## config.mk

```make
export PLATFORM = sky130hd
export DESIGN_NAME = tmr_bank
export DESIGN_NICKNAME = d
export VERILOG_FILES = /design/src/rtl/tmr_pkg.sv /design/src/rtl/tmr_prescale.sv /design/src/rtl/tmr_channel.sv /design/src/rtl/tmr_pwm.sv /design/src/rtl/tmr_bank.sv
export SDC_FILE = /design/constraint.sdc
export NUM_CORES = 2
export LEC_CHECK = 0
export ABC_AREA = 1
export BUFFER_PORTS_ARGS = -buffer_cell sky130_fd_sc_hd__buf_2
export CAP_MARGIN = 20
export CORE_AREA = 2 2 261 263
export CTS_BUF_LIST = sky130_fd_sc_hd__clkbuf_4 sky130_fd_sc_hd__clkbuf_8 sky130_fd_sc_hd__clkbuf_16
export CTS_CLUSTER_DIAMETER = 120
export DETAILED_ROUTE_END_ITERATION = 8
export DIE_AREA = 0 0 263 265
export PLACE_DENSITY = 0.76
export SLEW_MARGIN = 5
export SYNTH_ARGS = -nofsm -noshare
export SYNTH_HDL_FRONTEND = slang
export SYNTH_SLANG_ARGS = --single-unit
```

## constraint.sdc

```tcl
create_clock -name clk -period 62.7 [get_ports clk]
set_input_delay 6.27 -clock clk [delete_from_list [all_inputs] [get_ports clk]]
set_output_delay 6.27 -clock clk [all_outputs]
set_load 0.05 [all_outputs]
```

## src/rtl/tmr_pkg.sv

```systemverilog
package tmr_pkg;
  localparam int NCH    = 5;   // timer channels
  localparam int NOUT   = 4;   // channels with a PWM line
  localparam int PRE_W  = 8;   // prescaler width
  localparam int DIV_W  = 16;  // free-running divider counter width
  localparam int DATA_W = 32;
  localparam int CTL_W  = 23;

  localparam logic [7:0] A_PRE = 8'h00;
  localparam logic [7:0] A_DIV = 8'h04;
  localparam logic [7:0] A_CTL = 8'h08;
  localparam logic [7:0] A_INT = 8'h44;
  localparam logic [CTL_W-1:0] CTL_KEEP = 23'h7FFF0F;

  function automatic logic [7:0] addr_cnt(input int ch);
    return 8'(12 * ch + 12);
  endfunction

  function automatic logic [7:0] addr_cmp(input int ch);
    return 8'(12 * ch + 16);
  endfunction

  function automatic logic [7:0] addr_live(input int ch);
    return (ch == NCH - 1) ? 8'h40 : 8'(12 * ch + 20);
  endfunction

  // Control group start: channel 0 at 0, then a one-group gap.
  function automatic int ctl_base(input int ch);
    return (ch == 0) ? 0 : 4 * (ch + 1);
  endfunction
endpackage

```

## src/rtl/tmr_prescale.sv

```systemverilog
module tmr_prescale
  import tmr_pkg::*;
(
  input  logic             clk,
  input  logic             rst_n,
  input  logic [PRE_W-1:0] pre_val,
  output logic             pre_tick,
  output logic [DIV_W-1:0] div_cnt
);
  logic [PRE_W-1:0] pre_q, pre_d;
  logic [DIV_W-1:0] div_q, div_d;

  always_comb begin
    pre_tick = (pre_q >= pre_val);
    pre_d    = pre_tick ? '0 : pre_q + 1'b1;
    div_d    = pre_tick ? div_q + 1'b1 : div_q;
  end

  always_ff @(posedge clk or negedge rst_n) begin
    if (!rst_n) begin
      pre_q <= '0;
      div_q <= '0;
    end else begin
      pre_q <= pre_d;
      div_q <= div_d;
    end
  end

  assign div_cnt = div_q;
endmodule

```

## src/rtl/tmr_channel.sv

```systemverilog
module tmr_channel
  import tmr_pkg::*;
#(
  parameter int CNT_W = 32,
  parameter int BASE  = 0
) (
  input  logic             clk,
  input  logic             rst_n,
  input  logic             pre_tick,
  input  logic [DIV_W-1:0] div_cnt,
  input  logic [3:0]       div_sel,
  input  logic             start,
  input  logic             manual,
  input  logic             reload_en,
  input  logic [CNT_W-1:0] cnt_buf,
  output logic [CNT_W-1:0] cnt_o,
  output logic             zero_evt
);
  logic [CNT_W-1:0] cnt_q, cnt_d;
  logic [DIV_W-1:0] mask;
  logic [4:0]       k;
  logic             tick;

  always_comb begin
    k = 5'(div_sel) + 5'(BASE);
    for (int i = 0; i < DIV_W; i++) mask[i] = (5'(i) < k);
    tick = pre_tick && ((div_cnt & mask) == mask);
  end

  always_comb begin
    cnt_d    = cnt_q;
    zero_evt = 1'b0;
    if (manual) begin
      cnt_d = cnt_buf;
    end else if (start && tick) begin
      if (cnt_q == '0) begin
        if (reload_en) begin
          cnt_d    = cnt_buf;
          zero_evt = (cnt_buf == '0);
        end
      end else begin
        cnt_d    = cnt_q - 1'b1;
        zero_evt = (cnt_q == CNT_W'(1));
      end
    end
  end

  always_ff @(posedge clk or negedge rst_n) begin
    if (!rst_n) cnt_q <= '0;
    else        cnt_q <= cnt_d;
  end

  assign cnt_o = cnt_q;

  p_manual_load_r3: assert property (@(posedge clk) disable iff (!rst_n)
    manual |=> (cnt_q == $past(cnt_buf)));
  p_oneshot_hold_r4: assert property (@(posedge clk) disable iff (!rst_n)
    (start && !manual && !reload_en && cnt_q == '0) |=> (cnt_q == '0));
  p_stop_hold_r10: assert property (@(posedge clk) disable iff (!rst_n)
    (!start && !manual) |=> $stable(cnt_q));
endmodule

```

## src/rtl/tmr_pwm.sv

```systemverilog
module tmr_pwm #(
  parameter int CNT_W = 32
) (
  input  logic             clk,
  input  logic             rst_n,
  input  logic             start,
  input  logic             manual,
  input  logic             inv,
  input  logic [CNT_W-1:0] cmp_buf,
  input  logic [CNT_W-1:0] cnt,
  output logic             pwm_o
);
  logic [CNT_W-1:0] cmp_q, cmp_d;
  logic             pwm_q, pwm_d;
  logic             run;

  always_comb begin
    run   = start && !manual;
    cmp_d = manual ? cmp_buf : cmp_q;
    pwm_d = run ? ((cnt > cmp_q) ^ inv) : pwm_q;
  end

  always_ff @(posedge clk or negedge rst_n) begin
    if (!rst_n) begin
      cmp_q <= '0;
      pwm_q <= 1'b0;
    end else begin
      cmp_q <= cmp_d;
      pwm_q <= pwm_d;
    end
  end

  assign pwm_o = pwm_q;

  p_pwm_hold_r11: assert property (@(posedge clk) disable iff (!rst_n)
    !(start && !manual) |=> $stable(pwm_q));
endmodule

```

## src/rtl/tmr_bank.sv

```systemverilog
module tmr_bank
  import tmr_pkg::*;
#(
  parameter int CNT_W = 32
) (
  input  logic              clk,
  input  logic              rst_n,
  input  logic              we,
  input  logic [7:0]        addr,
  input  logic [DATA_W-1:0] wdata,
  output logic [DATA_W-1:0] rdata,
  output logic [NCH-1:0]    irq,
  output logic [NOUT-1:0]   pwm_out
);
  localparam int BASE = (CNT_W == 16) ? 1 : 0;

  logic [1:0] rsync_q;
  logic       rst_q_n;

  always_ff @(posedge clk or negedge rst_n) begin
    if (!rst_n) rsync_q <= '0;
    else        rsync_q <= {rsync_q[0], 1'b1};
  end
  assign rst_q_n = rsync_q[1];

  logic [2*PRE_W-1:0] pre_q, pre_d;
  logic [4*NCH-1:0]   div_q, div_d;
  logic [CTL_W-1:0]   ctl_q, ctl_d;
  logic [NCH-1:0]     en_q, en_d, st_q, st_d, clr_vec, evt;
  logic [CNT_W-1:0]   cbuf_q [NCH];
  logic [CNT_W-1:0]   cbuf_d [NCH];
  logic [CNT_W-1:0]   mbuf_q [NOUT];
  logic [CNT_W-1:0]   mbuf_d [NOUT];
  logic [CNT_W-1:0]   live [NCH];
  logic [1:0]         pre_tick;
  logic [DIV_W-1:0]   div_cnt [2];

  always_comb begin
    pre_d   = pre_q;
    div_d   = div_q;
    ctl_d   = ctl_q;
    en_d    = en_q;
    cbuf_d  = cbuf_q;
    mbuf_d  = mbuf_q;
    clr_vec = '0;
    if (we) begin
      if (addr == A_PRE) pre_d = wdata[2*PRE_W-1:0];
      if (addr == A_DIV) div_d = wdata[4*NCH-1:0];
      if (addr == A_CTL) ctl_d = wdata[CTL_W-1:0] & CTL_KEEP;
      if (addr == A_INT) begin
        en_d    = wdata[NCH-1:0];
        clr_vec = wdata[2*NCH-1:NCH];
      end
      for (int i = 0; i < NCH; i++)
        if (addr == addr_cnt(i)) cbuf_d[i] = wdata[CNT_W-1:0];
      for (int i = 0; i < NOUT; i++)
        if (addr == addr_cmp(i)) mbuf_d[i] = wdata[CNT_W-1:0];
    end
    st_d = (st_q & ~clr_vec) | evt;
  end

  always_ff @(posedge clk or negedge rst_q_n) begin
    if (!rst_q_n) begin
      pre_q <= '0;
      div_q <= '0;
      ctl_q <= '0;
      en_q  <= '0;
      st_q  <= '0;
      for (int i = 0; i < NCH; i++)  cbuf_q[i] <= '0;
      for (int i = 0; i < NOUT; i++) mbuf_q[i] <= '0;
    end else begin
      pre_q  <= pre_d;
      div_q  <= div_d;
      ctl_q  <= ctl_d;
      en_q   <= en_d;
      st_q   <= st_d;
      cbuf_q <= cbuf_d;
      mbuf_q <= mbuf_d;
    end
  end

  always_comb begin
    rdata = '0;
    if (addr == A_PRE) rdata = DATA_W'(pre_q);
    if (addr == A_DIV) rdata = DATA_W'(div_q);
    if (addr == A_CTL) rdata = DATA_W'(ctl_q);
    if (addr == A_INT) rdata = DATA_W'({st_q, en_q});
    for (int i = 0; i < NCH; i++) begin
      if (addr == addr_cnt(i))  rdata = DATA_W'(cbuf_q[i]);
      if (addr == addr_live(i)) rdata = DATA_W'(live[i]);
    end
    for (int i = 0; i < NOUT; i++)
      if (addr == addr_cmp(i)) rdata = DATA_W'(mbuf_q[i]);
  end

  for (genvar g = 0; g < 2; g++) begin : g_pre
    tmr_prescale u_pre (
      .clk     (clk),
      .rst_n   (rst_q_n),
      .pre_val (pre_q[PRE_W*g +: PRE_W]),
      .pre_tick(pre_tick[g]),
      .div_cnt (div_cnt[g])
    );
  end

  for (genvar c = 0; c < NCH; c++) begin : g_ch
    localparam int G  = (c < 2) ? 0 : 1;
    localparam int B  = ctl_base(c);
    localparam int AR = (c == NCH - 1) ? B + 2 : B + 3;

    tmr_channel #(.CNT_W(CNT_W), .BASE(BASE)) u_ch (
      .clk      (clk),
      .rst_n    (rst_q_n),
      .pre_tick (pre_tick[G]),
      .div_cnt  (div_cnt[G]),
      .div_sel  (div_q[4*c +: 4]),
      .start    (ctl_q[B]),
      .manual   (ctl_q[B+1]),
      .reload_en(ctl_q[AR]),
      .cnt_buf  (cbuf_q[c]),
      .cnt_o    (live[c]),
      .zero_evt (evt[c])
    );

    if (c < NOUT) begin : g_out
      tmr_pwm #(.CNT_W(CNT_W)) u_pwm (
        .clk    (clk),
        .rst_n  (rst_q_n),
        .start  (ctl_q[B]),
        .manual (ctl_q[B+1]),
        .inv    (ctl_q[B+2]),
        .cmp_buf(mbuf_q[c]),
        .cnt    (live[c]),
        .pwm_o  (pwm_out[c])
      );
    end
  end

  assign irq = st_q & en_q;

  p_w1c_r9: assert property (@(posedge clk) disable iff (!rst_q_n)
    (|(clr_vec & ~evt)) |=> ((st_q & $past(clr_vec & ~evt)) == '0));
  p_sticky_r8: assert property (@(posedge clk) disable iff (!rst_q_n)
    (|(st_q & ~clr_vec)) |=> (($past(st_q & ~clr_vec) & ~st_q) == '0));
endmodule

```

==> run_results.csv <==
group,metric,value,unit
run_status,result_of_the_run,"complete, no violations",
worst_setup_path,worst_path_largest_cell_delay,0.53,ns
layout,postLayoutCellArea,0.0436,mm^2
yosys,number_of_flops_mapped_to_enable_cells_by_yosys,0,
floorplan,rows,95,
worst_setup_path,crit_path_top_delay_cell,"nand2_1",
placement,detailedPlacementHpwl,104000,um
placement,post_dp_cell_area,0.0406,mm^2
clock_tree,clk_latency,0.64,ns
yosys,synth_flop_cell,"dfrtp_1",
power_and_ir_drop,ir_worst_vdd,0.0346,mV
timing,fin_worst_hold_slack,0.349,ns
floorplan,effective_utilization_at_floorplan,59.7,%
timing,unrepaired_setup_endpoints_after_global_routing,"false",
yosys,synth_cells,5259,
global_routing,grt_pass1_vias,34100,
power_and_ir_drop,p_clk_share,30.8,%
yosys,synth.cell_area,0.0399,mm^2
timing,period_share,24.6,%
yosys,yosys_warnings,0,
placement,place_congestion,1.05,
global_routing,grt_antenna_before_repair,10,
route,routed_wire_length_per_instance,23.4,um
route,finalWirelength,144000,um
timing,max_slew_margin,21.7,%
placement,buffer_ports.inserted,83,
global_routing,grt.overflow.total,0,
route,drtAntennaViolNets,0,
yosys,synth_seq_cells,693,
layout,fin_nets,5430,
timing,finalHoldViolCount,0,
timing,setup-violations-final,0,
worst_setup_path,worst_setup_path_startpoint,"addr[6]",
timing,tightestPinTransition,1.17,ns
worst_setup_path,path_max_fanout,20,
clock_tree,ctsResizeCount,0,
global_routing,grt_first_pass_wirelength,216000,um
route,routed_via_density,6.10,
yosys,synth.yosys.seq_area_share,43.5,%
layout,layout.cells.most_common,"nand2_1",
clock_tree,clk_pin_slew_worst_paths,0.06,ns
power_and_ir_drop,combPwrFrac,29.5,%
route,drc_violation_count_after_routing,0,
clock_tree,clockRootBuffer,"clkbuf_16",
global_routing,groute.usage.overall,41.2,%
clock_tree,cts_sinks,693,
layout,fillCellCount,5764,
flow_run,drv_cap,0,
hold_path,min_path_type,"flip-flop to flip-flop",
worst_setup_path,timing.critical_path.from_type,"input pin",
worst_setup_path,rr_startpoint,"pre_q[15]",
layout,syn_to_final_growth,9.33,%
power_and_ir_drop,powerDensity,36.7,mW/mm^2
clock_tree,h-tree-depth,3,
yosys,synthesis.nets,5465,
power_and_ir_drop,net-switching-power,606,uW
route,vias,37600,
clock_tree,tritoncts,"yes",
worst_setup_path,cp_cell_sequence,"buf_2, nor2_2, nand2_1, inv_2, nand2_1, inv_2, nand2_1, nand3_1, nor2_1, nand4_1, nor2_1, nand4_1, nor2_1, nand3_1, nor2_1, nand2_1, buf_2",
worst_setup_path,crit_required,56.43,ns
floorplan,design.die.area,0.0697,mm^2
layout,final_cell_mix,"nand2_1 (1525), dfrtp_1 (688), o21ai_0 (613), inv_1 (486), nor2_1 (366)",
floorplan,io-pin-count,84,
power_and_ir_drop,power_switching_share,37.9,%
yosys,synthDistinctLibCells,61,
timing,fmax,64.7,MHz
timing,setup_tns,0,ns
floorplan,fp.dieH,265,um
timing,final.setup_skew,0.0154,ns
layout,drive_gt1_share,8.10,%
floorplan,core_area,0.0668,mm^2
yosys,synth.avg_cell_area,7.58,um^2
power_and_ir_drop,total_leakage_power,20.6,nW
floorplan,die_width,263,um
route,drt_pass1_iterations,8,
yosys,postSynth.asyncResetShare,100,%
route,first_iter_violations,5018,
worst_setup_path,arrival,9.18,ns
hold_path,holdCritStartpoint,"rsync_q[0]",
power_and_ir_drop,cell_internal_pwr,993,uW
global_routing,grt_start_max_net_pins,163,
timing,drv_slew,0,
timing,finalWorstPathRequiredPeriod,15.45,ns
clock_tree,cts_inserted_buffers,77,
worst_setup_path,worst-setup-path-type,"input pin to primary output",
clock_tree,cts-root-to-sink-buffers,3,
power_and_ir_drop,share_seq_of_total_power,39.7,%
clock_tree,postCtsSetupBuffers,0,
worst_setup_path,endpoint_kind,"primary output",
clock_tree,post_cts_hold_buffer_count,0,
metrics by stage:
step                setup slack (ns)  utilization, %  instances  total power [mW]
finish                         47.25            65.2       6162              1.60
floorplan                      41.95               -       5259             0.955
detailed placement             47.33            60.8       6008              1.10
global placement               47.39            60.8       6007              1.08
global route                   46.99            65.2       6161              1.69
CTS                            47.32            64.9       6150              1.59
sequential cells by signal, indices dropped and copies added (netlist names):
| name | count |
|---|---|
| g_ch.g_out.u_pwm.pwm_o | 4 |
| g_ch.g_out.u_pwm.cmp_q | 128 |
| en_q | 5 |
| g_ch.u_ch.cnt_o | 160 |
| mbuf_q | 128 |
| ctl_q | 19 |
| g_pre.u_pre.div_cnt | 30 |
| rsync_q | 2 |
| cbuf_q | 160 |
| st_q | 5 |
| g_pre.u_pre.pre_q | 16 |
| div_q | 20 |
| pre_q | 16 |
cell usage after synthesis, types with 46 or more instances:
cell         n  area share [%]
nor4_1      59            0.93
nor2_1     374             3.5
nor3_1      46            0.58
ha_1       163             5.1
nand3_1    224             2.8
dfrtp_1    693              44
xor2_1     108             2.4
buf_2       63            0.79
o21ai_1     96             1.2
inv_1      486             4.6
nand4_1    139             2.2
a21oi_1    180             2.3
o21ai_0    613             7.7
clkbuf_1   149             1.4
nand2_1   1534              14
worst max-delay path, delay by kind of cell:
kind,cells,cell delay (ns)
buffers and inverters,4,0.87
and+or+nand+nor,13,2.02
layer usage:
metal / vias to the layer above / track usage (%) / wire length (um)
met5: - / 1.04 / 183
li1: 17200 / - / -
met3: 356 / 12.7 / 19100
met4: 12 / 18.8 / 7320
met2: 2244 / 58.9 / 60200
met1: 17800 / 57.3 / 57100
worst paths after layout:
check | cells past startpoint | slack, ns | end
min reg2reg | 0 | 0.35 | rsync_q[1]
max in group asynchronous | 1 | 57.18 | rsync_q[1]
min | 0 | 0.35 | rsync_q[1]
min in group asynchronous | 0 | 0.40 | g_pre[1].u_pre.div_cnt[1]
max | 17 | 47.25 | rdata[19]
max reg2reg | 13 | 58.98 | g_ch[2].u_ch.cnt_o[3]
area by class of cell:
| class | count | area, um^2 | area share, % |
|---|---|---|---|
| Multi-Input combinational cell | 3821 | 19600 | 44.9 |
| Clock buffer | 111 | 2310 | 5.29 |
| Tap cell | 873 | 1090 | 2.51 |
| Inverter | 506 | 1900 | 4.36 |
| Clock inverter | 31 | 437 | 1.00 |
| Timing Repair Buffer | 125 | 900 | 2.06 |
| Antenna cell | 2 | 5.00 | 0.0115 |
| Sequential cell | 693 | 17400 | 39.8 |
cell families (layout without fill, tap and decap cells):
family / Yosys count / after routing / share of synthesized area [%]
buffers and inverters: 745 / 773 / 7.50
other: 1 / 3 / 0.00941
and+or+nand+nor: 2504 / 2504 / 27.1
DFF: 693 / 693 / 43.5
muxes: 24 / 24 / 0.603
AOI/OAI and AO/OA: 985 / 985 / 13.0
xor gates and xnor gates: 144 / 144 / 3.16
adders and majority gates: 163 / 163 / 5.12
power by group through the flow:
stage	sequential, mW	clock (mW)	combinational, mW
after floorplan	0.601	0	0.354
after global routing	0.642	0.512	0.536
after CTS	0.629	0.493	0.464
after global placement	0.635	0	0.447
final	0.635	0.493	0.471
after detailed placement	0.636	0	0.461
Note: power is estimated with default switching activity, not from simulation.
